[src/rtl/vinterp_ctl.sv]
module vinterp_ctl #(
  parameter int DW             = 8,
  parameter int LW             = 10,
  parameter int LINE_LEN       = 16,
  parameter int ALIGN_WIN      = 4,
  parameter int HCW            = 12,
  parameter int NTSC_EVEN_BASE = 263,
  parameter int PAL_EVEN_BASE  = 313,
  parameter int NTSC_ODD_SKIP  = 21,
  parameter int PAL_ODD_SKIP   = 25,
  parameter int NTSC_EVEN_SKIP = 285,
  parameter int PAL_EVEN_SKIP  = 336
) (
  input  logic          clk,
  input  logic          rst_n,
  input  logic          hsync_n,
  input  logic          vsync_n,
  input  logic          field_sel,
  input  logic          bypass,
  input  logic          filt_en_pin,
  input  logic          std_pal,
  input  logic          pix_valid,
  input  logic [DW-1:0] pix_in,
  output logic [LW-1:0] line_num,
  output logic          field_even,
  output logic          interp_on,
  output logic [DW-1:0] pix_out,
  output logic          pix_out_valid
);
  localparam int CW = (LINE_LEN > 1) ? $clog2(LINE_LEN) : 1;
  localparam logic [CW-1:0] COL_LAST = CW'(LINE_LEN - 1);
  localparam logic [LW-1:0] LINE_MAX = {LW{1'b1}};

  logic hs_q, vs_q;
  logic [HCW-1:0] hcnt;
  logic [CW-1:0] col;
  logic [DW-1:0] lbuf [LINE_LEN];

  wire hs_fall = hs_q & ~hsync_n;
  wire vs_fall = vs_q & ~vsync_n;
  wire line_ev = hs_fall | vs_fall;

  wire even_now = ~hs_fall & (hcnt >= HCW'(ALIGN_WIN));
  wire nxt_even = vs_fall ? even_now : field_even;

  wire [LW-1:0] even_base = std_pal ? LW'(PAL_EVEN_BASE) : LW'(NTSC_EVEN_BASE);
  wire [LW-1:0] nxt_line  = vs_fall ? (even_now ? even_base : LW'(1))
                          : (line_num == LINE_MAX ? line_num : line_num + LW'(1));

  wire [LW-1:0] skip_line = field_sel
                          ? (std_pal ? LW'(PAL_EVEN_SKIP) : LW'(NTSC_EVEN_SKIP))
                          : (std_pal ? LW'(PAL_ODD_SKIP)  : LW'(NTSC_ODD_SKIP));

  wire nxt_on = filt_en_pin & ~bypass & (nxt_even == field_sel) & (nxt_line != skip_line);

  wire [DW:0]   sum = {1'b0, pix_in} + {1'b0, lbuf[col]} + (DW+1)'(1);
  wire [DW-1:0] avg = sum[DW:1];

  always_ff @(posedge clk or negedge rst_n) begin
    if (!rst_n) begin
      hs_q <= 1'b1;
      vs_q <= 1'b1;
      hcnt <= '0;
    end else begin
      hs_q <= hsync_n;
      vs_q <= vsync_n;
      if (hs_fall)
        hcnt <= '0;
      else if (hcnt != {HCW{1'b1}})
        hcnt <= hcnt + HCW'(1);
    end
  end

  always_ff @(posedge clk or negedge rst_n) begin
    if (!rst_n) begin
      line_num   <= '0;
      field_even <= 1'b0;
      interp_on  <= 1'b0;
    end else if (line_ev) begin
      line_num   <= nxt_line;
      field_even <= nxt_even;
      interp_on  <= nxt_on;
    end
  end

  always_ff @(posedge clk or negedge rst_n) begin
    if (!rst_n)
      col <= '0;
    else if (hs_fall)
      col <= '0;
    else if (pix_valid && col != COL_LAST)
      col <= col + CW'(1);
  end

  always_ff @(posedge clk) begin
    if (pix_valid)
      lbuf[col] <= pix_in;
  end

  always_ff @(posedge clk or negedge rst_n) begin
    if (!rst_n) begin
      pix_out       <= '0;
      pix_out_valid <= 1'b0;
    end else begin
      pix_out_valid <= pix_valid;
      if (pix_valid)
        pix_out <= interp_on ? avg : pix_in;
    end
  end
endmodule

[config.mk]
export PLATFORM = sky130hd
export DESIGN_NAME = vinterp_ctl
export DESIGN_NICKNAME = d
export VERILOG_FILES = /design/src/rtl/vinterp_ctl.sv
export SDC_FILE = /design/constraint.sdc
export NUM_CORES = 1
export LEC_CHECK = 0
export BUFFER_PORTS_ARGS = -buffer_cell sky130_fd_sc_hd__buf_2
export CORE_ASPECT_RATIO = 1.25
export CORE_MARGIN = 2
export CORE_UTILIZATION = 54
export CTS_BUF_LIST = sky130_fd_sc_hd__clkbuf_4 sky130_fd_sc_hd__clkbuf_8
export CTS_CLUSTER_DIAMETER = 40
export CTS_CLUSTER_SIZE = 30
export DETAILED_ROUTE_END_ITERATION = 8
export GPL_TIMING_DRIVEN = 0
export PLACE_DENSITY_LB_ADDON = 0.05
export SYNTH_ARGS = -nofsm -noshare
export SYNTH_HDL_FRONTEND = slang
export SYNTH_SLANG_ARGS = --single-unit
[constraint.sdc]
create_clock -name clk -period 3.4 [get_ports clk]
set_input_delay 0 -clock clk [delete_from_list [all_inputs] [get_ports clk]]
set_output_delay 0 -clock clk [all_outputs]
set_load 0.05 [all_outputs]
Yosys cells after proc, flatten, opt, wreduce, memory -nomap -nowiden:

Memories as Yosys holds them, arrays and structs flattened.
Index checks and enable logic that the tools add are counted.

* bits in registers: 39
* bits in latches: 0
* RAM bits: 128
* memory bits (read-only): 0
* input port bits: 17
* output and inout port bits: 21
* logic and storage cells: 50
* memories kept: 1

Memory list
* lbuf: words 16, width 8, read ports 1, clocked after Yosys merged registers in 0, write ports 1, line 37 `logic [DW-1:0] lbuf [LINE_LEN];`

* $add $sub $neg: 5
* multipliers: 0
* divide/modulo/power cells: 0
* $lt $le $gt $ge: 1
* equal/unequal tests: 5
* shift-type cells: 0
* mux-type cells: 15
* bitwise gates (word level): 11
* reductions and logical operators: 3

Operators with widths (count)
* two-way mux 12 bit: 2
* two-way mux 10 bit: 2
* two-way mux 9 bit: 2
* adder 12 x 1 -> 12 bit, second input constant: 1
* greater-or-equal comparator 12 x 3 -> 1 bit, second input constant: 1
* two-way mux 4 bit: 3
* inequality test 12 bit, second input constant: 1
* adder 10 x 1 -> 10 bit, second input constant: 1
* equality test 10 bit, second input constant: 1
* inequality test 10 x 9 -> 1 bit: 1
* adder 8 x 8 -> 9 bit: 1
* adder 9 x 1 -> 9 bit, second input constant: 1
* two-way mux 8 bit: 1
* two-way mux 7 bit: 1
* bitwise AND 1 bit: 6
* two-way mux 6 bit: 1
* adder 4 x 1 -> 4 bit, second input constant: 1
* inequality test 4 bit, second input constant: 1
* NOT 1 bit: 4
* nonzero test 2 bit: 2
* two-way mux 1 bit: 3
* equality test 1 bit: 1
* logical AND 1 bit: 1
* bitwise OR 1 bit: 1

Longest topological paths before layout:

Gate-level depths: netlist (run 1).

* word-level depth: 8
* mapped depth: 13

Worst setup path before layout (run 1):

Ideal clock, no wire load.

* path kind: register to register
* from: reg col[0]
* to: reg pix_out[7]
* data arrival time: 3299 ps
* required time: 3266 ps
* path slack: -33 ps
* stages on the path, launching flop included: 13
* path buffers: 2
* cell sequence: dfrtp_1 > clkbuf_1 > buf_2 > mux4_2 > mux4_2 > fa_1 > a21o_1 > a21oi_1 > o21bai_1 > a21oi_1 > o21bai_1 > a211oi_1 > o22ai_1

* cells in the longest elaborated chain, start to end: 4

RTL lines
* from (decl): line 36 `logic [CW-1:0] col;`
* from (signal assigned): line 92 `col <= col + CW'(1);`
* memory read (16 x 8 bit)
* adder 8 x 8 -> 9 bit: line 56 `wire [DW:0] sum = {1'b0, pix_in} + {1'b0, lbuf[col]} + (DW+1)'(1);`
* adder 9 x 1 -> 9 bit: line 56
* two-way mux 8 bit: line 107 `pix_out <= interp_on ? avg : pix_in;`
* to (signal assigned): line 107
* to (decl): line 27 `output logic [DW-1:0] pix_out,`

No other way between the ends.
A chain may end at the register's enable or synchronous reset.

Worst setup path after layout (run 1):

* from: reg col[1]
* to: reg pix_out[7]

The elaborated chain is that of the path after synthesis.

==> impl_metrics.ini, run 1 <==
[status]
status = completed

[critical_path]
cp_data_arrival_time_ns = 3.65
critPathMaxFanout = 5
critPathLaunchType = register
path_class = reg2reg
r2r_start = col[1]
r2r_end = pix_out[7]
path_cells = buf_6 -> mux4_2 -> nor3b_1 -> or4_1 -> fa_2 -> a21o_1 -> a21oi_2 -> o21bai_1 -> a21oi_2 -> o21bai_1 -> a211oi_2 -> o22ai_1
slowest_delay_ns = 0.54
cp_slowest_cell = or4_1
r2r_cells = 12
crit_family = compound AO/OA/AOI/OAI gates
crit_buf_inv = 1
rrSetupSlack_ns = 0.07
crit_path_end_kind = register
crit_required_ns = 3.72

[power]
leakagePower_uw = 0.00306
p_int_uw = 3640
swShare_pct = 34.1
vdd_drop_max_v = 0.000370
power_density_mw_per_mm2 = 649
combPwrFrac_pct = 32.0
switchingPower_uw = 1890
p_clk_share_pct = 23.4
p_seq_share_pct = 44.6

[logic_synthesis]
synthArstFlopShare_pct = 23.4
ys.flop_type = edfxtp_1
yosysUniqueCellTypes = 53
synth_top_family_by_area = multiplexers
synth.top_cell.area_share_pct = 51.8
syn_area_per_cell_um2 = 15.4
yosysWarnings = 0
synth_xor_area_share_pct = 2.83
synth_edf_count = 128
syn_area_mm2 = 0.00742
yosys.area.top_type = edfxtp_1
synth.mux.area_fraction_pct = 13.3
syn-num-nets = 516
synthSimpleGateAreaFrac_pct = 8.50
synthTopCellsByArea = edfxtp_1 (52%), dfrtp_1 (12%), mux4_2 (12%)
synth_compound_area_share_pct = 5.77
postSynthCellCount = 483
synthTopCellsByCount = edfxtp_1 (128), nor2_1 (46), mux4_2 (38)
ys_seq_area_share_pct = 65.0
synth.most_common_cell = edfxtp_1
synthAdderAreaFrac_pct = 2.80
synth-seq-cells = 167

[final_layout]
nets = 597
fin_area_mm2 = 0.00851
layout-drive-gt1-share_pct = 26.3
n_antenna_cell = 0
finalNonFillerCells = 748
fin_util_pct = 63.8
fillCellCount = 997
syn_to_final_growth_pct = 14.7

[global_route]
grt_pass1_wl_um = 25200
grt_pass1_vias = 4551
antenna_found_initial = 0
track_usage_pct = 23.9
grt.overflow.total = 0
grt_max_degree = 40

[floorplan]
dieWidth_um = 109
rows = 47
die_area_mm2 = 0.0147
core-area_mm2 = 0.0133
start_util_pct = 55.6
die_height_um = 135
num_io_pins = 38

[clocking]
cts_buffer_depth = 2
cts_buffers = 17
cts_sinks = 167
clkTransAtPathRegs_ns = 0.09
clock_latency_ns = 0.44
root_buffer = clkbuf_8
cts_tree = yes
htreeDepth = 4

[timing]
max_freq_mhz = 300
fin_crit_ns = 3.33
holdWs_ns = 0.0222
max-slew-margin-rel_pct = 36.6
fin_crit_sh_pct = 98.1
setup_viol = 0
fin_ws_ns = 0.0656
worst_pin_slew_ns = 0.946
slew_violations = 0
finClkSkew_ns = 0.00922
grt_setup_unrepaired = true
hold_viol = 0

[placed_design]
dp.cells = 692
dp_hpwl_um = 10900
post-place-ws_ns = -0.528
routabilityCongestion = 0.867
dpl-instance-area_mm2 = 0.00785
portBuffers = 37

[detailed_routing]
via_per_inst = 5.87
wl_per_cell_um = 21.5
dr.pass1.iters = 5
wl_um = 16100
drt.antenna.violating_nets = 0
detail_route.iter0.violations = 252
drc = 0
num_vias = 4394

[hold_path]
hold_class = in2reg
min_to = lbuf[6][2]
min_path_cells = 1
hold_path_startpoint = pix_in[2]

[run]
drv_cap = 0
## per-stage QoR
stage / TNS [ns] / total power (uW)
6_report: 0 / 5530
5_1_grt: -0.0527 / 5790
4_1_cts: 0 / 5520
3_5_place_dp: -1.24 / 4130
3_3_place_gp: -0.984 / 4110
2_1_floorplan: 0 / 3680
## sequential cells by signal (all words and copies together), names as in the netlist, 4 cells and up
| signal | flops |
|---|---|
| lbuf | 128 |
| line_num | 10 |
| pix_out | 8 |
| col | 4 |
| hcnt | 12 |
## final cells by class
cell class	instances	area (um^2)	area share, %
multi-input cells	283	2510	29.4
repair buffers	63	415	4.88
flip-flops and latches	167	4820	56.6
plain buffers	19	145	1.70
inverters	13	48.8	0.573
well taps	171	214	2.51
clock inverters	14	119	1.40
clock buffers	18	241	2.84
## cells in the final DEF, fill, tap and decap left out, types with 8 or more instances in the layout
cell / count
dfrtp_1: 36
edfxtp_1: 128
buf_4: 12
nand2_1: 21
xnor2_1: 16
nor3_1: 8
inv_1: 13
dlygate4sd3_1: 14
a21oi_1: 16
nand3_1: 18
clkbuf_8: 17
mux4_2: 38
xor2_1: 8
ha_1: 12
nand2b_1: 8
nor2_1: 46
buf_2: 41
o21ai_0: 10
## routing by layer
layer  wire [um]  global-route usage [%]  vias to the layer above
met5           0                       0                        -
met4         258                    7.69                        0
met3         910                    4.63                       17
met2        8550                    41.0                      144
met1        6370                    30.5                     2208
li1            -                       -                     2025
## worst max-delay path by stage
stage / endpoint / cells after the start / start
finish: pix_out[7] / 12 / col[1]
CTS: pix_out[7] / 12 / col[1]
global placement: pix_out[7] / 12 / col[1]
floorplan: pix_out[7] / 12 / col[0]
global route: pix_out[7] / 12 / col[1]
detailed placement: pix_out[7] / 12 / col[1]
## repair_timing
| action | CTS | global route |
|---|---|---|
| pin swaps | 0 | 4 |
| cloned | 0 | 1 |
| resized for setup | 20 | 6 |
| buffers inserted | 8 | 2 |
| setup endpoints to repair | 5 | 3 |
| hold buffers | 14 | 0 |
| hold endpoints to repair | 151 | 0 |
## power groups by stage
stage | logic, uW | registers (uW) | clock network (uW)
global route | 1900 | 2490 | 1400
finish | 1770 | 2470 | 1300
floorplan | 995 | 2680 | 0
CTS | 1730 | 2460 | 1320
global placement | 1610 | 2500 | 0
detailed placement | 1630 | 2500 | 0
## logic make-up after synthesis
kind of cell / after synthesis
multiplexers: 50
AND/OR/NAND/NOR: 131
adder cells (fa/ha/maj): 16
buffers and inverters: 33
flip-flops: 167
AO/OA/AOI/OAI: 62
XOR/XNOR: 24
Note: power is estimated with default switching activity, not from simulation.
==> run 2: changes to the inputs <==
--- a/config.mk
+++ b/config.mk
@@ -6,9 +6,11 @@
 export NUM_CORES = 1
 export LEC_CHECK = 0
 export BUFFER_PORTS_ARGS = -buffer_cell sky130_fd_sc_hd__buf_2
+export CELL_PAD_IN_SITES_DETAIL_PLACEMENT = 2
+export CELL_PAD_IN_SITES_GLOBAL_PLACEMENT = 2
 export CORE_ASPECT_RATIO = 1.25
 export CORE_MARGIN = 2
-export CORE_UTILIZATION = 54
+export CORE_UTILIZATION = 42
 export CTS_BUF_LIST = sky130_fd_sc_hd__clkbuf_4 sky130_fd_sc_hd__clkbuf_8
 export CTS_CLUSTER_DIAMETER = 40
 export CTS_CLUSTER_SIZE = 30
@@ -18,3 +20,4 @@
 export SYNTH_ARGS = -nofsm -noshare
 export SYNTH_HDL_FRONTEND = slang
 export SYNTH_SLANG_ARGS = --single-unit
+export TNS_END_PERCENT = 20
==> impl_metrics.ini, run 2 (synthesized netlist as in run 1, its figures left out) <==
[floorplan]
dieWidth_um = 123
die_area_mm2 = 0.0188
num_io_pins = 38
start_util_pct = 42.7
rows = 54
core-area_mm2 = 0.0174
die_height_um = 153

[critical_path]
slowest_delay_ns = 0.52
path_class = reg2reg
crit_required_ns = 3.78
path_cells = buf_6 -> mux4_2 -> nand3b_1 -> o31ai_2 -> or4_4 -> fa_2 -> a21o_1 -> a21oi_2 -> o21bai_1 -> a21oi_2 -> xnor2_1 -> mux2i_1 -> a21oi_1
crit_top_cell = a21oi_2
cp_slowest_cell = mux4_2
crit_path_end_kind = register
critPathLaunchType = register
cp_data_arrival_time_ns = 3.94
critPathMaxFanout = 5

[global_route]
grt_max_degree = 40
antenna_found_initial = 0
grt_pass1_wl_um = 34000
track_usage_pct = 25.5
grt_pass1_vias = 5231
grt.overflow.total = 0

[timing]
max-slew-margin-rel_pct = 18.1
slew_violations = 0
setup_viol = 3
grt_setup_unrepaired = true
hold_viol = 0
fin_crit_sh_pct = 105
worst_pin_slew_ns = 1.22
fin_crit_ns = 3.56
finClkSkew_ns = 0.0144
holdWs_ns = 0.201
fin_ws_ns = -0.161
max_freq_mhz = 281

[run]
drv_cap = 0

[detailed_routing]
num_vias = 4649
wl_um = 22200
dr.pass1.iters = 4
wl_per_cell_um = 27.8
via_per_inst = 5.83
drt.antenna.violating_nets = 0
drc = 0
detail_route.iter0.violations = 293

[final_layout]
largest_reg_flops = 128
multiInputGateArea_mm2 = 0.00253
n_antenna_cell = 0
fillCellCount = 1576
final_cell_mix = edfxtp_1 (128), nor2_1 (46), buf_2 (42), mux4_2 (38), dfrtp_1 (34)
finalNonFillerCells = 798
seq_area_mm2 = 0.00483
fin_area_mm2 = 0.00869
largestRegisters = lbuf x128, hcnt x12, line_num x10
regMostFlops = lbuf
nets = 594
layout-drive-gt1-share_pct = 27.0
syn_to_final_growth_pct = 17.1
final_common_cell = edfxtp_1

[power]
p_seq_share_pct = 40.7
power_density_mw_per_mm2 = 702
switchingPower_uw = 2050
p_clk_share_pct = 28.0
combPwrFrac_pct = 31.3
swShare_pct = 33.6
p_int_uw = 4060
leakagePower_uw = 0.00310
vdd_drop_max_v = 0.000309

[placed_design]
dp.cells = 745
routabilityCongestion = 0.762
post-place-ws_ns = -0.665
portBuffers = 37
dpl-instance-area_mm2 = 0.00790
dp_hpwl_um = 14500

[clocking]
cts_tree = yes
cts_buffer_depth = 2
clock_latency_ns = 0.46
clkTransAtPathRegs_ns = 0.09
cts_buffers = 17
root_buffer = clkbuf_8
htreeDepth = 4
cts_sinks = 167

[hold_path]
hold_class = in2reg

[status]
status = complete, but fails checks
violations = negative setup slack
## run 2: power groups by stage
| stage | Clock [uW] | Combinational [uW] | Sequential, uW |
|---|---|---|---|
| 3_3_place_gp | 0 | 1650 | 2500 |
| 3_5_place_dp | 0 | 1710 | 2520 |
| 4_1_cts | 1750 | 1870 | 2480 |
| 6_report | 1710 | 1910 | 2490 |
| 5_1_grt | 1800 | 2040 | 2510 |
| 2_1_floorplan | 0 | 995 | 2680 |
## run 2: critical path, delay by kind of cell (launching register included)
kind / cells / cell delay (ns)
xor gates and xnor gates: 1 / 0.21
buffers and inverters: 1 / 0.16
AOI/OAI and AO/OA: 6 / 1.05
muxes: 2 / 0.66
DFF: 1 / 0.43
and+or+nand+nor: 2 / 0.59
adders and majority gates: 1 / 0.40
## run 2: worst paths after layout
path / slack [ns] / from / to / cells after the start
max in group asynchronous: 2.53 / rst_n / col[0] / 2
setup / recovery: -0.16 / col[1] / pix_out[5] / 13
hold / removal: 0.20 / hsync_n / hs_q / 2
setup reg to reg: -0.16 / col[1] / pix_out[5] / 13
min in group asynchronous: 0.22 / rst_n / line_num[3] / 2
hold reg to reg: 0.55 / pix_out[7] / pix_out[7] / 2
## run 2: metal layers
layer | GRT usage (%) | part of all wire, % | wire length, um
met5 | 0 | 0 | 0
met1 | 31.0 | 39 | 8620
met3 | 3.82 | 3.3 | 741
met4 | 9.80 | 3.6 | 790
met2 | 44.9 | 54 | 12100
## run 2: stage by stage
stage	setup TNS, ns	util (%)	total power (uW)
2_1_floorplan	0	-	3680
3_3_place_gp	-1.38	45.5	4140
3_5_place_dp	-1.84	45.5	4230
4_1_cts	-0.254	49.8	6100
5_1_grt	-0.794	50.1	6350
6_report	-0.325	50.1	6100
## run 2: cell type report
type	count	share of cell area, %
Sequential cell	167	55.5
Inverter	13	0.561
Timing Repair Buffer	60	4.59
Multi-Input combinational cell	283	29.1
Tap cell	224	3.22
Clock inverter	10	2.19
Buffer	19	1.54
Clock buffer	22	3.27
## run 2: repair_timing
action | CTS | global route
resized for setup | 27 | 6
hold buffers | 16 | 0
setup buffers | 4 | 1
pin swaps | 3 | 5
setup endpoints to repair | 7 | 4
hold endpoints to repair | 175 | 0
gates cloned | 1 | 0
